## src/rtl/srp_pkg.sv

```systemverilog
`timescale 1ns/1ps
package srp_pkg;
    typedef enum logic [1:0] {
        PS_IDLE     = 2'd0,
        PS_SELECTED = 2'd1,
        PS_SHIFT    = 2'd2,
        PS_DRAIN    = 2'd3
    } port_state_t;
endpackage

```

## src/rtl/srp_sync.sv

```systemverilog
`timescale 1ns/1ps
module srp_sync #(
    parameter int STAGES  = 2,
    parameter bit RST_VAL = 1'b1
) (
    input  logic clk,
    input  logic rst_n,
    input  logic d,
    output logic q
);
    logic [STAGES-1:0] chain;

    always_ff @(posedge clk or negedge rst_n) begin
        if (!rst_n) chain <= {STAGES{RST_VAL}};
        else        chain <= {chain[STAGES-2:0], d};
    end

    assign q = chain[STAGES-1];
endmodule

```

## src/rtl/srp_load_ctrl.sv

```systemverilog
`timescale 1ns/1ps
module srp_load_ctrl #(
    parameter int W      = 16,
    parameter int NOTICE = 2
) (
    input  logic         clk,
    input  logic         rst_n,
    input  logic         strobe,
    input  logic [W-1:0] word_in,
    output logic         notice,
    output logic         attempt,
    output logic [W-1:0] word_held
);
    localparam int CW = $clog2(NOTICE + 1);

    logic [CW-1:0] cnt;

    always_ff @(posedge clk or negedge rst_n) begin
        if (!rst_n) begin
            cnt       <= '0;
            word_held <= '0;
        end else if (strobe) begin
            cnt       <= CW'(NOTICE);
            word_held <= word_in;
        end else if (cnt != '0) begin
            cnt <= cnt - 1'b1;
        end
    end

    assign notice  = (cnt != '0);
    assign attempt = (cnt == CW'(1)) && !strobe;

    // a strobe always opens the notice window
    a_r2_notice_after_strobe: assert property (@(posedge clk) disable iff (!rst_n)
        strobe |=> notice);
endmodule

```

## src/rtl/srp_shifter.sv

```systemverilog
`timescale 1ns/1ps
module srp_shifter
    import srp_pkg::*;
#(
    parameter int W = 16
) (
    input  logic         clk,
    input  logic         rst_n,
    input  logic         cs_hi,
    input  logic         sclk_s,
    input  logic         attempt,
    input  logic [W-1:0] word_in,
    output logic         full,
    output logic         sdo,
    output logic         sdo_oe
);
    localparam int IW = $clog2(W);
    localparam logic [IW-1:0] MSB_IDX = IW'(W - 1);

    port_state_t   state, state_nx;
    logic [W-1:0]  shreg;
    logic [IW-1:0] idx;
    logic          bit_q;
    logic          sclk_prev;
    logic          rise, fall, done, accept;

    assign rise   = sclk_s && !sclk_prev;
    assign fall   = !sclk_s && sclk_prev;
    assign done   = (state == PS_SHIFT) && !cs_hi && fall && (idx == '0);
    assign accept = attempt && (!full || cs_hi || done);

    // next-state logic
    always_comb begin
        state_nx = state;
        unique case (state)
            PS_IDLE:     if (full && !cs_hi) state_nx = PS_SELECTED;
            PS_SELECTED: if (cs_hi) state_nx = PS_IDLE;
                         else if (rise) state_nx = PS_SHIFT;
            PS_SHIFT:    if (cs_hi) state_nx = PS_DRAIN;
                         else if (done) state_nx = PS_IDLE;
            PS_DRAIN:    if (fall) state_nx = PS_IDLE;
            default:     state_nx = PS_IDLE;
        endcase
    end

    // state register
    always_ff @(posedge clk or negedge rst_n) begin
        if (!rst_n) state <= PS_IDLE;
        else        state <= state_nx;
    end

    // datapath
    always_ff @(posedge clk or negedge rst_n) begin
        if (!rst_n) begin
            shreg     <= '0;
            full      <= 1'b0;
            idx       <= MSB_IDX;
            bit_q     <= 1'b0;
            sclk_prev <= 1'b1;
        end else begin
            sclk_prev <= sclk_s;
            if (accept) begin
                shreg <= word_in;
                full  <= 1'b1;
            end else if (done) begin
                full  <= 1'b0;
            end
            if (state == PS_IDLE) begin
                idx <= MSB_IDX;
                if (state_nx == PS_SELECTED) bit_q <= shreg[W-1];
            end else if (state == PS_SHIFT && !cs_hi && fall && idx != '0) begin
                idx   <= idx - 1'b1;
                bit_q <= shreg[idx - 1'b1];
            end
        end
    end

    // outputs
    always_comb begin
        sdo_oe = (state != PS_IDLE);
        sdo    = sdo_oe && bit_q;
    end

    // the line is enabled with the MSB of the held word
    a_r5_select_shows_msb: assert property (@(posedge clk) disable iff (!rst_n)
        $rose(sdo_oe) |-> (bit_q == shreg[W-1]) && full);
    // a falling edge while not yet armed leaves the bit untouched
    a_r6_unarmed_fall_ignored: assert property (@(posedge clk) disable iff (!rst_n)
        (state == PS_SELECTED && fall && !cs_hi) |=> (sdo_oe && $stable(bit_q)));
    // an aborted read holds its bit until a falling edge
    a_r9_drain_holds_bit: assert property (@(posedge clk) disable iff (!rst_n)
        (state == PS_DRAIN && !fall) |=> (sdo_oe && $stable(bit_q)));
    // a busy port keeps its word
    a_r4_busy_discards: assert property (@(posedge clk) disable iff (!rst_n)
        (attempt && full && !cs_hi && !done) |=> $stable(shreg));
    // completion releases the line
    a_r8_done_releases: assert property (@(posedge clk) disable iff (!rst_n)
        done |=> !sdo_oe);
    // collision between completion and load keeps the new word
    a_r11_collision_loads: assert property (@(posedge clk) disable iff (!rst_n)
        (attempt && done) |=> full);
endmodule

```

## src/rtl/serial_result_port.sv

```systemverilog
`timescale 1ns/1ps
module serial_result_port #(
    parameter int W           = 16,
    parameter int NOTICE      = 2,
    parameter int SYNC_STAGES = 2
) (
    input  logic         clk,
    input  logic         rst_n,
    input  logic         res_strobe,
    input  logic [W-1:0] res_word,
    input  logic         cs_n,
    input  logic         sclk,
    output logic         sdo,
    output logic         sdo_oe,
    output logic         drdy_n
);
    logic         cs_hi, sclk_s;
    logic         notice, attempt, full;
    logic [W-1:0] word_held;

    srp_sync #(.STAGES(SYNC_STAGES), .RST_VAL(1'b1)) u_cs_sync (
        .clk(clk), .rst_n(rst_n), .d(cs_n), .q(cs_hi));

    srp_sync #(.STAGES(SYNC_STAGES), .RST_VAL(1'b1)) u_sclk_sync (
        .clk(clk), .rst_n(rst_n), .d(sclk), .q(sclk_s));

    srp_load_ctrl #(.W(W), .NOTICE(NOTICE)) u_load (
        .clk(clk), .rst_n(rst_n), .strobe(res_strobe), .word_in(res_word),
        .notice(notice), .attempt(attempt), .word_held(word_held));

    srp_shifter #(.W(W)) u_shift (
        .clk(clk), .rst_n(rst_n), .cs_hi(cs_hi), .sclk_s(sclk_s),
        .attempt(attempt), .word_in(word_held), .full(full),
        .sdo(sdo), .sdo_oe(sdo_oe));

    assign drdy_n = notice || !full;

    // the flag is high throughout the notice window
    a_r2_ready_high_in_notice: assert property (@(posedge clk) disable iff (!rst_n)
        notice |-> drdy_n);
endmodule

```

## config.mk

```make
export PLATFORM = sky130hd
export DESIGN_NAME = serial_result_port
export DESIGN_NICKNAME = d
export VERILOG_FILES = /design/src/rtl/srp_pkg.sv /design/src/rtl/srp_sync.sv /design/src/rtl/srp_load_ctrl.sv /design/src/rtl/srp_shifter.sv /design/src/rtl/serial_result_port.sv
export SDC_FILE = /design/constraint.sdc
export NUM_CORES = 1
export LEC_CHECK = 0
export ABC_CLOCK_PERIOD_IN_PS = 2000
export BUFFER_PORTS_ARGS = -buffer_cell sky130_fd_sc_hd__buf_4
export CORE_MARGIN = 2
export CORE_UTILIZATION = 49
export CTS_CLUSTER_DIAMETER = 50
export DETAILED_ROUTE_END_ITERATION = 8
export PLACE_DENSITY = 0.8
export RECOVER_POWER = 50
export SYNTH_ARGS = -nofsm -noshare
export SYNTH_HDL_FRONTEND = slang
export SYNTH_SLANG_ARGS = --single-unit
```

## constraint.sdc

```tcl
create_clock -name clk -period 2 [get_ports clk]
set_input_delay 0.3 -clock clk [delete_from_list [all_inputs] [get_ports clk]]
set_output_delay 0.3 -clock clk [all_outputs]
set_load 0.005 [all_outputs]
```

==> results by group, run 1 <==
Synthesis
  – Syn_nets: 177
  – Cell count after synthesis: 152
  – Synthesized flop and latch total: 47
  – FFs w/ async S/R, synth: 100%
  – Mapped Area: 2170 um2
  – Synth top area cells: dfrtp_1 44%, mux2_2 12%, dfstp_2 11%
  – Yosys top cell area share: 43.9%
  – Register area share after synthesis: 54.8%
  – Ys flop type: dfrtp_1
  – Number of synthesized flops with an enable pin: 0
  – Yosys top cell by area: dfrtp_1
  – Synthesis Warnings: 0
  – Yosys cell types: 37
  – Mapped Avg Cell Area: 14.2 um2

Drt
  – Antenna-violating nets left: 0
  – Drt pass-1 iters: 4
  – Avg Vias per Cell: 5.39
  – Drc violations: 0
  – Average wire per standard cell: 15.0 um
  – Overall routed net length: 3490 um
  – Vias: 1,257
  – Iteration-0 DRC Markers: 84

Die
  – Die width: 70.5 um
  – Standard-cell row count: 24
  – Num ports: 24
  – Core Box Area: 4290 um2
  – Die Ht: 70.5 um
  – Die area: 4970 um2
  – Starting density of the core: 50.4%

Worst setup path
  – WP depth: 5
  – Critical Path Start: u_shift.sclk_prev
  – Worst EP required: 2.19 ns
  – Critical R2R Launch: u_shift.sclk_prev
  – Crit path launch type: flop
  – R2r worst-path depth: 5
  – CP Capture Point: u_shift.shreg[3]
  – CP top delay family: flip-flops
  – Reg-to-reg endpoint: u_shift.shreg[3]
  – Slowest CP cell: dfstp_2
  – Crit-path max cell delay: 0.55 ns
  – Kind of critical path: flop to flop
  – CP cell instances: nor2b_1 -> nand4_2 -> a21oi_4 -> buf_12 -> mux2_2
  – Crit end category: flop
  – Flop2flop setup slack: 0.13 ns
  – Critical path data arrival time: 2.06 ns
  – Max FO, Critical Path: 16
  – Buf+Inv Stages, Crit Path: 1

Cells and area
  – # diodes: 0
  – Commonest non-fill, non-tap cell in the layout: dfrtp_1
  – Fillcell total: 343
  – Register area: 1190 um2
  – Multi-input logic area: 902 um2
  – Util after Layout: 57.6%
  – Syn-to-layout area delta: 14.2%
  – Ratio of cells with drive above 1 in the final layout: 49.7%
  – Non-Filler Instances: 233
  – Final nets: 205
  – Commonest non-fill, non-tap cells in the layout: 38 x dfrtp_1, 23 x mux2_2, 23 x buf_4

Min path
  – Hold path startpoint: cs_n
  – Hold Path Depth: 1
  – Worst min-delay path category: input pin to flop

Global route
  – GRT Util Overall: 15.7%
  – Largest net degree at the start of global routing: 48
  – Vias in the first global route: 1,295
  – Initial antenna violation count: 0
  – First-pass GRT wire length: 5960 um
  – Gr ovfl total: 0

Place
  – Post-DP HPWL: 2590 um
  – Placed Cells: 224
  – GP Congestion: 0.819
  – PortBufs: 23

Clock tree
  – Max clock buf depth: 2
  – PostCTS Resize Cnt: 0
  – CTS sink count: 47
  – Worst-Skew Late Latency: 0.30 ns
  – Cts bufs inserted: 5
  – CTS H-Tree Depth: 2
  – CTS tree: yes
  – Clock slew at reported path FFs: 0.09 ns
  – Root Driver: clkbuf_8

STA
  – Final Cycle Share: 93.5%
  – Final hold vios: 0
  – Final Setup Violations: 0
  – Slew @ Worst Pin: 1.11 ns
  – Skew final: 0.0116 ns
  – Sum Neg Setup Slack: 0 ns
  – Max Fclk: 535 MHz
  – Post-layout min period: 1.87 ns
  – Relative slew slack: 26.0%
  – Min Hold Slack: 0.0969 ns
  – Slew Limit Fails: 0
  – Unrepaired setup endpoints after global routing: no

Flow run
  – Max-cap violation count: 0

Pwr
  – Static Leak: 1.13 nW
  – Power Total: 2.78 mW
  – Peak VDD IR: 0.643 mV
  – Power per Cell Area: 1130 nW/um2

Run status
  – Status: finished clean
==> Yosys cell counts (2+ instances only) <==
cell type,count
xor2_1,2
dfstp_2,9
dfrtp_1,38
nor3_1,3
buf_6,2
a21oi_1,5
nand2_1,8
o21ai_0,4
mux2_2,23
mux4_2,4
inv_1,6
nor2_1,6
ha_1,4
clkbuf_1,3
mux2i_1,2
nor2b_1,3
mux2_4,10
==> metrics by stage <==
stage / cell area (um2) / setup WS [ns]
after floorplan: 2170 / 0.0437
after global placement: 2380 / 0.175
after detailed placement: 2380 / 0.113
after CTS: 2470 / 0.0912
after global routing: 2470 / 0.00132
final: 2470 / 0.129
==> sequential cells by signal, indices dropped and copies added, names as in the netlist <==
register           count
u_shift.sclk_prev      1
u_shift.state          2
u_shift.idx            4
u_load.cnt             2
u_cs_sync.chain        2
u_sclk_sync.chain      2
u_shift.full           1
u_shift.bit_q          1
u_shift.shreg         16
u_load.word_held      16
==> layout make-up <==
| class | instances | area share (%) |
|---|---|---|
| Multi-Input combinational cell | 93 | 36.5 |
| Tap cell | 52 | 2.63 |
| Clock buffer | 5 | 2.78 |
| Inverter | 6 | 0.910 |
| Clock inverter | 3 | 0.607 |
| Sequential cell | 47 | 48.0 |
| Timing Repair Buffer | 27 | 8.60 |
==> per-layer routing <==
metal	up-vias	wire length [um]	GRT usage [%]	part of all wire (%)
met4	0	72	8.76	2.1
met2	20	1830	26.0	52
li1	603	-	-	-
met1	627	1500	19.1	43
met5	-	0	0	0
met3	7	90	3.03	2.6
==> worst min path at each step <==
stage	to	slack, ns
4_1_cts	u_shift.bit_q	0.004
2_1_floorplan	u_load.cnt[0]	0.004
5_1_grt	u_sclk_sync.chain[0]	0.09
3_5_place_dp	u_load.word_held[5]	0.34
3_3_place_gp	u_load.word_held[6]	0.32
6_report	u_cs_sync.chain[0]	0.1
==> kinds of logic after synthesis <==
family / share of synthesized area, %
simple gates: 8.20
fa+ha+maj: 2.31
buf+inv: 3.52
compound gates: 6.36
flops: 54.8
mux: 24.0
xor+xnor: 0.809
==> repair_timing <==
item	4_1_cts	5_1_grt
hold endpoints to repair	0	0
setup endpoints to repair	0	10
hold buffers	0	0
buffers inserted	0	1
==> report_power, final <==
group / switching [mW] / total [mW] / internal, mW / leakage [nW]
registers: 0.183 / 1.41 / 1.22 / 0.548
logic: 0.318 / 0.838 / 0.520 / 0.534
clock network: 0.300 / 0.539 / 0.239 / 0.0477
total: 0.801 / 2.78 / 1.98 / 1.13
Power figures use the tool's default switching activity.
==> run 2, diff against run 1 <==
--- a/config.mk
+++ b/config.mk
@@ -10,4 +10,5 @@
 export CORE_MARGIN = 2
 export CORE_UTILIZATION = 49
+export CTS_BUF_LIST = sky130_fd_sc_hd__clkbuf_4
 export CTS_CLUSTER_DIAMETER = 50
 export DETAILED_ROUTE_END_ITERATION = 8
==> constraint.sdc (replaced) <==
create_clock -name clk -period 2 [get_ports clk]
set_input_delay 0.4 -clock clk [delete_from_list [all_inputs] [get_ports clk]]
set_output_delay 0.4 -clock clk [all_outputs]
set_load 0.005 [all_outputs]
==> run 2 against run 1 <==
  * Global-route usage about the same
  * Worst hold slack improved by 0.032 ns
  * Sequential share of layout area increased by 0.12 points
  * Fmax decreased by 1.1%
  * Critical path type unchanged
==> results by group, run 2 (synthesized netlist as in run 1, its figures left out) <==
Global route
  – Initial antenna violation count: 0 (unchanged)
  – GRT Util Overall: 15.7% (about the same)
  – First-pass GRT wire length: 5950 um (-0.12%)
  – Vias in the first global route: 1,297 (+0.15%)
  – Largest net degree at the start of global routing: 48 (unchanged)
  – Gr ovfl total: 0 (unchanged)

Drt
  – Average wire per standard cell: 15.1 um (+0.57%)
  – Met3 routed WL: 104 um (+16%)
  – Antenna-violating nets left: 0 (unchanged)
  – Iteration-0 DRC Markers: 117 (+39%)
  – Drc violations: 0 (unchanged)
  – Met2 wire len: 1870 um (+2.0%)
  – Top layer reached by signal wires: met4
  – Avg Vias per Cell: 5.44 (+0.84%)
  – Overall routed net length: 3530 um (+1.0%)
  – Drt pass-1 iters: 4 (unchanged)
  – M1 WL: 1480 um (-1.2%)
  – Vias: 1,273 (+1.3%)

Cells and area
  – Commonest non-fill, non-tap cell in the layout: dfrtp_1
  – Biggest regs: u_load.word_held (16), u_shift.shreg (16), u_shift.idx (4)
  – Final nets: 206 (+0.49%)
  – Fillcell total: 348 (+1.5%)
  – Commonest non-fill, non-tap cells in the layout: 38 x dfrtp_1, 23 x mux2_2, 23 x buf_4
  – Util after Layout: 57.5% (-0.15 points)
  – # diodes: 0 (unchanged)
  – Post-route cell area: 2470 um2 (-0.25%)
  – Syn-to-layout area delta: 13.9%
  – Ratio of cells with drive above 1 in the final layout: 50.0% (+0.28 points)

Worst setup path
  – Buf+Inv Stages, Crit Path: 1 (unchanged)
  – Critical path data arrival time: 2.13 ns (+0.07 ns)
  – Crit-path max cell delay: 0.57 ns (+0.02 ns)
  – CP cell instances: nor2b_1 -> nand4_2 -> a21oi_4 -> clkbuf_16 -> mux2_4
  – Worst EP required: 2.24 ns (+0.05 ns)
  – Max FO, Critical Path: 8 (-8)
  – Slowest CP cell: dfstp_2
  – Crit path launch type: flop
  – CP top delay family: flip-flops
  – Crit end category: flop
  – Kind of critical path: flop to flop

Pwr
  – Power Total: 2.67 mW (-4.1%)
  – Switching share of power: 29.6% (+0.82 points)
  – Power per Cell Area: 1080 nW/um2 (-3.9%)
  – Static Leak: 1.13 nW (-0.21%)
  – Logic pwr share: 31.8% (+1.7 points)
  – Pint: 1.88 mW (-5.2%)
  – Sequential power share: 52.7% (+2.2 points)
  – Peak VDD IR: 0.647 mV (+0.60%)
  – P_sw: 790 uW (-1.4%)
  – Clock power frac: 15.5% (-3.9 points)

STA
  – Slew Limit Fails: 0 (unchanged)
  – Setup ws final: 0.109 ns (-0.0207 ns)
  – Slew @ Worst Pin: 1.10 ns (-0.00885 ns)
  – Final hold vios: 0 (unchanged)
  – Final Cycle Share: 94.6% (+1.0 points)
  – Skew final: 0.0214 ns (+0.00975 ns)
  – Final Setup Violations: 0 (unchanged)
  – Max Fclk: 529 MHz (-1.1%)
  – Relative slew slack: 26.6% (+0.59 points)
  – Post-layout min period: 1.89 ns (+0.0207 ns)

Die
  – Die area: 4970 um2 (unchanged)
  – Starting density of the core: 50.4% (unchanged)
  – Die width: 70.5 um (unchanged)
  – Die Ht: 70.5 um (unchanged)
  – Standard-cell row count: 24 (unchanged)
  – Num ports: 24 (unchanged)
  – Core Box Area: 4290 um2 (unchanged)

Run status
  – Status: finished clean

Clock tree
  – Cts bufs inserted: 5 (unchanged)
  – Max clock buf depth: 2 (unchanged)
  – Clock slew at reported path FFs: 0.14 ns (+0.05 ns)
  – CTS H-Tree Depth: 2 (unchanged)
  – CTS tree: yes
  – CTS sink count: 47 (unchanged)
  – Root Driver: clkbuf_4
  – Worst-Skew Late Latency: 0.36 ns (+0.06 ns)

Place
  – GP Congestion: 0.819 (unchanged)
  – PortBufs: 23 (unchanged)
  – Minimum setup slack after placement: 0.113 ns (unchanged)
  – Placed Area: 2380 um2 (unchanged)
  – Post-DP HPWL: 2590 um (unchanged)

Min path
  – Worst min-delay path category: input pin to flop

Flow run
  – Max-cap violation count: 0 (unchanged)
run 2: cell count changes in the layout (fill, tap and decap cells not counted), sizes merged:
cell	before	now
clkbuf	8	9
run 2: cell type report:
type / instances / area, um2 / area share, %
sequential: 47 / 1190 / 48.1
multi-input combinational: 93 / 902 / 36.6
timing repair buffer: 28 / 238 / 9.63
tap: 52 / 65.1 / 2.64
clock buffer: 5 / 37.5 / 1.52
inverter: 6 / 22.5 / 0.913
clock inverter: 3 / 15.0 / 0.609
run 2: final timing paths:
| check | from | end | slack [ns] | cells after the start |
|---|---|---|---|---|
| max in group asynchronous | rst_n | u_load.cnt[0] | 1.09 | 1 |
| max reg2reg | u_shift.sclk_prev | u_shift.shreg[14] | 0.11 | 5 |
| min | cs_n | u_cs_sync.chain[0] | 0.13 | 1 |
| max | u_shift.sclk_prev | u_shift.shreg[14] | 0.11 | 5 |
| min in group asynchronous | rst_n | u_load.word_held[7] | 0.24 | 1 |
| min reg2reg | u_cs_sync.chain[0] | u_cs_sync.chain[1] | 0.37 | 0 |
run 2: routing by layer:
layer | GRT usage [%] | up-vias
met5 | 0 | -
met4 | 9.19 | 0
met3 | 3.17 | 4
met2 | 26.0 | 25
met1 | 18.8 | 641
li1 | - | 603
run 2: what timing repair did:
item                       4_1_cts  5_1_grt
setup buffers                    0        1
hold buffers                     0        0
resized for setup                0        0
setup endpoints to repair        0       16
run 2: through the flow:
step                std cells  hold slack, ns  setup TNS, ns
floorplan                 152           0.104              0
finish                    234           0.129              0
global route              234           0.110        -0.0159
global placement          224           0.346              0
CTS                       232          0.0274              0
detailed placement        224           0.349              0
run 2: power by group through the flow:
stage	Sequential [mW]	Combinational, mW	Clock (mW)
floorplan	1.34	0.680	0
global placement	1.40	0.807	0
detailed placement	1.42	0.846	0
CTS	1.40	0.848	0.429
global route	1.44	0.925	0.464
finish	1.41	0.849	0.413
